===== src/rtl/frac_ce_pkg.sv =====
package frac_ce_pkg;
  // Per-edge action chosen by the step logic
  typedef enum logic [1:0] {
    ACT_HOLD  = 2'd0,
    ACT_STEP  = 2'd1,
    ACT_WRAP  = 2'd2,
    ACT_CLEAR = 2'd3
  } frac_act_e;
endpackage


===== src/rtl/frac_ce_cfg_chk.sv =====
module frac_ce_cfg_chk #(
  parameter int unsigned W = 17
) (
  input  logic [W-1:0] inc_i,
  input  logic [W-1:0] mod_i,
  output logic         err_o
);
  logic inc_zero;
  logic inc_ge_mod;

  assign inc_zero   = (inc_i == '0);
  assign inc_ge_mod = (inc_i >= mod_i);
  assign err_o      = inc_zero | inc_ge_mod;

  // a zero step is always invalid, whatever the modulus
  always_comb begin
    if (inc_i == '0) a_r6_zero_step_err: assert (err_o);
  end
endmodule


===== src/rtl/frac_ce_step.sv =====
module frac_ce_step
  import frac_ce_pkg::*;
#(
  parameter int unsigned W = 17
) (
  input  logic [W-1:0] phase_i,
  input  logic [W-1:0] inc_i,
  input  logic [W-1:0] mod_i,
  input  logic         err_i,
  output frac_act_e    act_o,
  output logic [W-1:0] nxt_o
);
  logic [W:0]   sum;
  logic [W-1:0] rem;
  logic         out_of_range;
  logic         wrap;

  assign sum          = {1'b0, phase_i} + {1'b0, inc_i};
  // sum < 2*mod here, so the low W bits of the difference are exact
  assign rem          = sum[W-1:0] - mod_i;
  assign out_of_range = (phase_i >= mod_i);
  assign wrap         = (sum >= {1'b0, mod_i});

  always_comb begin
    act_o = ACT_HOLD;
    nxt_o = phase_i;
    if (!err_i) begin
      if (out_of_range) begin
        act_o = ACT_CLEAR;
        nxt_o = '0;
      end else if (wrap) begin
        act_o = ACT_WRAP;
        nxt_o = rem;
      end else begin
        act_o = ACT_STEP;
        nxt_o = sum[W-1:0];
      end
    end
  end
endmodule


===== src/rtl/frac_ce_gen.sv =====
module frac_ce_gen
  import frac_ce_pkg::*;
#(
  parameter int unsigned W = 17
) (
  input  logic         clk_i,
  input  logic         rst_ni,
  input  logic [W-1:0] inc_i,
  input  logic [W-1:0] mod_i,
  output logic         ce_o,
  output logic [W-1:0] phase_o,
  output logic         cfg_err_o
);
  logic [W-1:0] phase_q;
  logic [W-1:0] phase_d;
  logic         ce_q;
  logic         err;
  frac_act_e    act;

  frac_ce_cfg_chk #(.W(W)) u_cfg (
    .inc_i (inc_i),
    .mod_i (mod_i),
    .err_o (err)
  );

  frac_ce_step #(.W(W)) u_step (
    .phase_i (phase_q),
    .inc_i   (inc_i),
    .mod_i   (mod_i),
    .err_i   (err),
    .act_o   (act),
    .nxt_o   (phase_d)
  );

  always_ff @(posedge clk_i or negedge rst_ni) begin
    if (!rst_ni) begin
      phase_q <= '0;
      ce_q    <= 1'b0;
    end else begin
      phase_q <= phase_d;
      ce_q    <= (act == ACT_WRAP);
    end
  end

  assign ce_o      = ce_q;
  assign phase_o   = phase_q;
  assign cfg_err_o = err;

  // an invalid configuration freezes the phase and blocks the pulse
  a_r6_invalid_holds: assert property (@(posedge clk_i) disable iff (!rst_ni)
    cfg_err_o |=> (!ce_o && $stable(phase_o)));

  // a pulse always leaves the phase inside the modulus that produced it
  a_r3_wrap_in_range: assert property (@(posedge clk_i) disable iff (!rst_ni)
    ce_o |-> (phase_o < $past(mod_i)));

  // a valid step that does not reach the modulus adds the step, no pulse
  a_r2_plain_step: assert property (@(posedge clk_i) disable iff (!rst_ni)
    (!cfg_err_o && ({1'b0, phase_o} + {1'b0, inc_i} < {1'b0, mod_i}))
    |=> (!ce_o && (phase_o == $past(phase_o) + $past(inc_i))));

  // a phase stranded above a lowered modulus is cleared
  a_r8_clear_stranded: assert property (@(posedge clk_i) disable iff (!rst_ni)
    (!cfg_err_o && (phase_o >= mod_i)) |=> (!ce_o && (phase_o == '0)));
endmodule


===== config.mk =====
export PLATFORM = sky130hd
export DESIGN_NAME = frac_ce_gen
export DESIGN_NICKNAME = d
export VERILOG_FILES = /design/src/rtl/frac_ce_pkg.sv /design/src/rtl/frac_ce_cfg_chk.sv /design/src/rtl/frac_ce_step.sv /design/src/rtl/frac_ce_gen.sv
export SDC_FILE = /design/constraint.sdc
export NUM_CORES = 1
export LEC_CHECK = 0
export BUFFER_PORTS_ARGS = -buffer_cell sky130_fd_sc_hd__buf_2
export CORE_ASPECT_RATIO = 1.25
export CORE_MARGIN = 1
export CORE_UTILIZATION = 63
export DETAILED_ROUTE_END_ITERATION = 10
export MAX_ROUTING_LAYER = met4
export PLACE_DENSITY = 0.88
export SETUP_SLACK_MARGIN = 0.05
export SLEW_MARGIN = 20
export SYNTH_ARGS = -nofsm -noshare
export SYNTH_HDL_FRONTEND = slang
export SYNTH_SLANG_ARGS = --single-unit

===== constraint.sdc =====
create_clock -name clk_i -period 7.2 [get_ports clk_i]
set_input_delay 0.72 -clock clk_i [delete_from_list [all_inputs] [get_ports clk_i]]
set_output_delay 0.72 -clock clk_i [all_outputs]
set_load 0.02 [all_outputs]

## After elaboration in Yosys (flattened, before gate mapping)

Cells that the tools add are included.

- Bits of input ports: 36
- Bits in registers: 18
- Output and inout port bits: 19
- Word-level logic and storage cells: 15

- Multiplexer cells: 5
- Magnitude comparators: 3
- Bitwise gates (word level): 1
- Eq/ne operators: 1
- Reductions and logical operators: 1
- $add $sub $neg: 2

Operators by type and width:

| kind | number |
|---|---|
| >= comparator 17 bit | 2 |
| two-way mux 17 bit | 2 |
| adder 17 x 17 -> 18 bit | 1 |
| >= comparator 18 x 17 -> 1 bit | 1 |
| zero test 17 bit | 1 |
| subtractor 17 bit | 1 |
| two-way mux 2 bit | 3 |
| == test 2 bit, second input constant | 1 |
| OR 1 bit | 1 |

## Logic depth before layout (Yosys ltp)

- Word-level depth: 6
- Depth in mapped cells: 21
- Depth with buffers taken out: 18

## Hierarchy

Synthesis repeated with hierarchy kept, for this count alone.

- Cell total of the unflattened synthesis: 427
- Area, all modules: 3453.3 um^2

Modules (own cells, without submodules):

| module | seq. area each (um^2) | cells each | times used | area each (um^2) |
|---|---|---|---|---|
| frac_ce_step | 0.0 | 341 | 1 | 2509.9 |
| frac_ce_cfg_chk | 0.0 | 67 | 1 | 479.2 |
| frac_ce_gen | 450.4 | 19 | 1 | 464.2 |

## Least setup slack after synthesis

Ideal clock, no wire load.

- Path type: in2reg
- Start point: input port inc_i[0]
- End point: register phase_q[16] (netlist: phase_o[16])
- Arrival: 4011 ps
- Path slack: 3060 ps
- Required time: 7071 ps
- Stages on the path: 21
- Setup time: 129 ps
- Path buffers: 3
- Cells stage by stage: ha_1 inv_1 fa_1 nor2b_1 o31a_1 o21ai_0 o21bai_1 a21oi_1 xnor2_1 ha_1 buf_2 or2_1 a21o_1 o41ai_1 a21boi_1 o21a_1 a211o_1 buf_6 buf_8 mux2i_1 o21ai_0

- Word-level cells in the longest chain between the ends: 4
- Elaborated cells on any way between the ends: 8
- Classes of those cells: add/sub: 2; order compare: 2; mux: 2; bitwise: 1; reduce/logical: 1

RTL lines:

| what | line | RTL |
|---|---|---|
| start, declared | frac_ce_gen.sv:8 | `input logic [W-1:0] inc_i,` |
| adder 17 x 17 -> 18 bit | frac_ce_step.sv:18 | `assign sum = {1'b0, phase_i} + {1'b0, inc_i};` |
| subtractor 17 bit / >= comparator 18 x 17 -> 1 bit (equally long branches) | frac_ce_step.sv:20, frac_ce_step.sv:22 |  |
| two-way mux 17 bit | frac_ce_step.sv:31 | `end else if (wrap) begin` |
| two-way mux 17 bit | frac_ce_step.sv:28 | `if (out_of_range) begin` |
| end signal, assigned | frac_ce_gen.sv:40 | `phase_q <= phase_d;` |
| end, declared | frac_ce_gen.sv:14 | `logic [W-1:0] phase_q;` |

Parallel ways exist; a longest one is shown, timed or not.
A chain may end at the register's enable or synchronous reset.

## Worst setup path in the final report

- Start point: input port inc_i[0]
- End point: register phase_q[13] (netlist: phase_o[13])

Same word-level chain as after synthesis.

==> impl_results.md <==
- Status: finished clean
- Clock latency at the later pin of the worst-skew pair: 0.26 ns
- Worst-path clk slew: 0.07 ns
- CTS Sinks: 18
- Yosys top cell area share: 25.4%
- DRC: 0
- Tmin final: 4.62 ns
- Least-Margin Pin Slew: 0.842 ns
- Post-synth ARST share: 100%
- Via-to-Cell Ratio: 6.39
- Vias in the first global route: 3,375
- Critical Path RT: 7.37 ns
- CTS tree: built
- Final net count: 567
- Yosys top cell by area: ha_1
- H-tree levels: 1
- TritonCTS Buffers: 3
- Critical path type: in2reg
- Final period util: 64.1%
- Cts hold-fix bufs: 0
- Commonest non-fill, non-tap cell in the layout: ha_1
- Synth cell types: 63
- Area delta synth->final: 10.3%
- Initial antenna violation count: 0
- Clock Path Buffers: 2
- Worst Path Arrival: 4.79 ns
- Top achievable clock speed: 217 MHz
- RSZ-0062 raised after global routing: false
- Buffers on Ports: 54
- Die width: 67.2 µm
- Critical Path End Type: register
- Initial DRC count: 213
- Clk_skew: 0.00157 ns
- Largest net degree at the start of global routing: 25
- Row count: 29
- Post-Syn Nets: 515
- Core area: 5080 µm²
- Worst-path cell with the longest stage delay: a211o_1
- Most frequent cells in the layout: ha_1 (68), buf_2 (54), inv_1 (32)
- Most used cell, CP: ha_1
- Top-Level Pins: 55
- PostCTS Resize Cnt: 0
- Register area share after synthesis: 13.5%
- Synth Instances: 409
- Cell family with most CP delay: compound AO/OA/AOI/OAI gates
- WL final: 9.69 mm
- Post-CTS Setup Bufs: 0
- Ant diodes: 0
- Worst hold path class: in2async
- Setup violators final: 0
- Buffers and inverters on the worst path: 2
- First-pass DRT Iterations: 4
- Ys Warns: 0
- Startpoint type of the worst setup path: primary input
- Effective utilization at floorplan: 65.9%
- Clock root cell: clkbuf_8
- Die ar.: 5610 µm²
- Main synth FF type: dfrtp_1
- DR WL/cell: 18.6 µm
- GRT Total Usage: 37.7%
- Max-slew violations: 0
- Max capacitance violation total: 0
- Max_slew headroom: 43.9%
- Synth Cell Area: 3350 µm²
- Ranking of synthesized cells by area: ha_1 (25%), dfrtp_1 (13%), mux2i_1 (4.2%)
- First-pass GRT wire length: 15.5 mm
- Share of post-route cells with drive strength above 1: 16.8%
- DIE HEIGHT: 83.5 µm
- Sum Neg Setup Slack: 0 ns
- Synth Area per Inst: 8.19 µm²
- Total number of vias: 3,330
- Dpl hpwl: 8.16 mm
- Crit path largest cell delay: 0.66 ns
- Grt ovf: 0
- CP cell instances: buf_2 -> ha_1 -> inv_1 -> fa_1 -> nor2b_1 -> o31a_1 -> o21ai_0 -> o21bai_1 -> a21oi_1 -> xnor2_1 -> ha_1 -> nand3_1 -> nor3_1 -> o31ai_1 -> a21boi_1 -> o21a_1 -> a211o_1 -> o41ai_1 -> a221oi_2
- Seq cells post-synth: 18
- Critical Path Fanout Max: 17
- ANT nets after route: 0
- Post-synth EDFFs: 0
- Fin. Hold Viols: 0
- Routability cong.: 0.942
flip-flops by register name (all words and copies together), names as in the netlist:
register  count
phase_o      17
ce_o          1
worst register-to-register path: stages (launching register included):
cell and delay, ns:
dfrtp_1 0.40, ha_1 0.22, inv_1 0.06, fa_1 0.39, nor2b_1 0.16, o31a_1 0.20
o21ai_0 0.16, o21bai_1 0.15, a21oi_1 0.09, xnor2_1 0.16, ha_1 0.43, nand3_1 0.14
nor3_1 0.20, o31ai_1 0.12, a21boi_1 0.18, o21a_1 0.15, a211o_1 0.66, o41ai_1 0.25
a221oi_2 0.28
cell type report:
type                       instances  area (µm²)
fill                             441        1390
sequential                        18         450
timing repair buffer              55         278
inverter                          32         120
clock buffer                       3        41.3
multi-input combinational        351        2730
tap                               62        77.6
metal layers:
metal	wire length (µm)	share of wire (%)	track usage, %
met1	3600	37	38.2
met2	5020	52	65.1
met3	341	3.5	4.92
met4	720	7.4	25.0
met5	0	0	-
final timing paths:
kind	start	end	slack [ns]	cells after the start
worst max-delay path	inc_i[0]	phase_o[13]	2.58	19
worst min register to register	phase_o[0]	phase_o[0]	0.58	2
min in group clk_i	phase_o[0]	phase_o[0]	0.58	2
worst min-delay path	rst_ni	phase_o[2]	0.39	1
max in group asynchronous	rst_ni	phase_o[14]	6.51	1
worst max register to register	phase_o[0]	phase_o[13]	2.70	18
through the flow:
stage	util, %	setup slack (ns)	instance area, µm²	instances	hold slack [ns]
floorplan	-	3.06	3350	409	0.424
global placement	71.9	2.51	3650	518	0.531
detailed placement	71.9	2.38	3650	518	0.565
CTS	72.7	2.62	3690	521	0.400
global route	72.7	2.23	3690	521	0.421
finish	72.7	2.58	3690	521	0.390
synth_stat cells, types with 7 or more instances:
master,instances
nand2_1,29
a21o_1,11
ha_1,68
dfrtp_1,18
nor2b_1,8
mux2i_1,14
inv_1,32
nor4_1,7
a21oi_1,25
nor2_1,30
xnor2_1,15
nor3_1,9
o21a_1,11
o21ai_0,26
cells by family (layout without fill, tap and decap cells):
kind of cell	count (synthesis)	in the layout	synth area share [%]
AO/OA/AOI/OAI	125	125	25.6
XOR/XNOR	21	21	5.49
adder cells (fa/ha/maj)	70	70	26.6
buffers and inverters	40	90	5.16
flip-flops	18	18	13.5
multiplexers	17	17	5.42
AND/OR/NAND/NOR	118	118	18.2
Power is left out: the tool's default activity adds up to more than one toggle a clock period on the data nets, which glitch-free logic cannot reach.
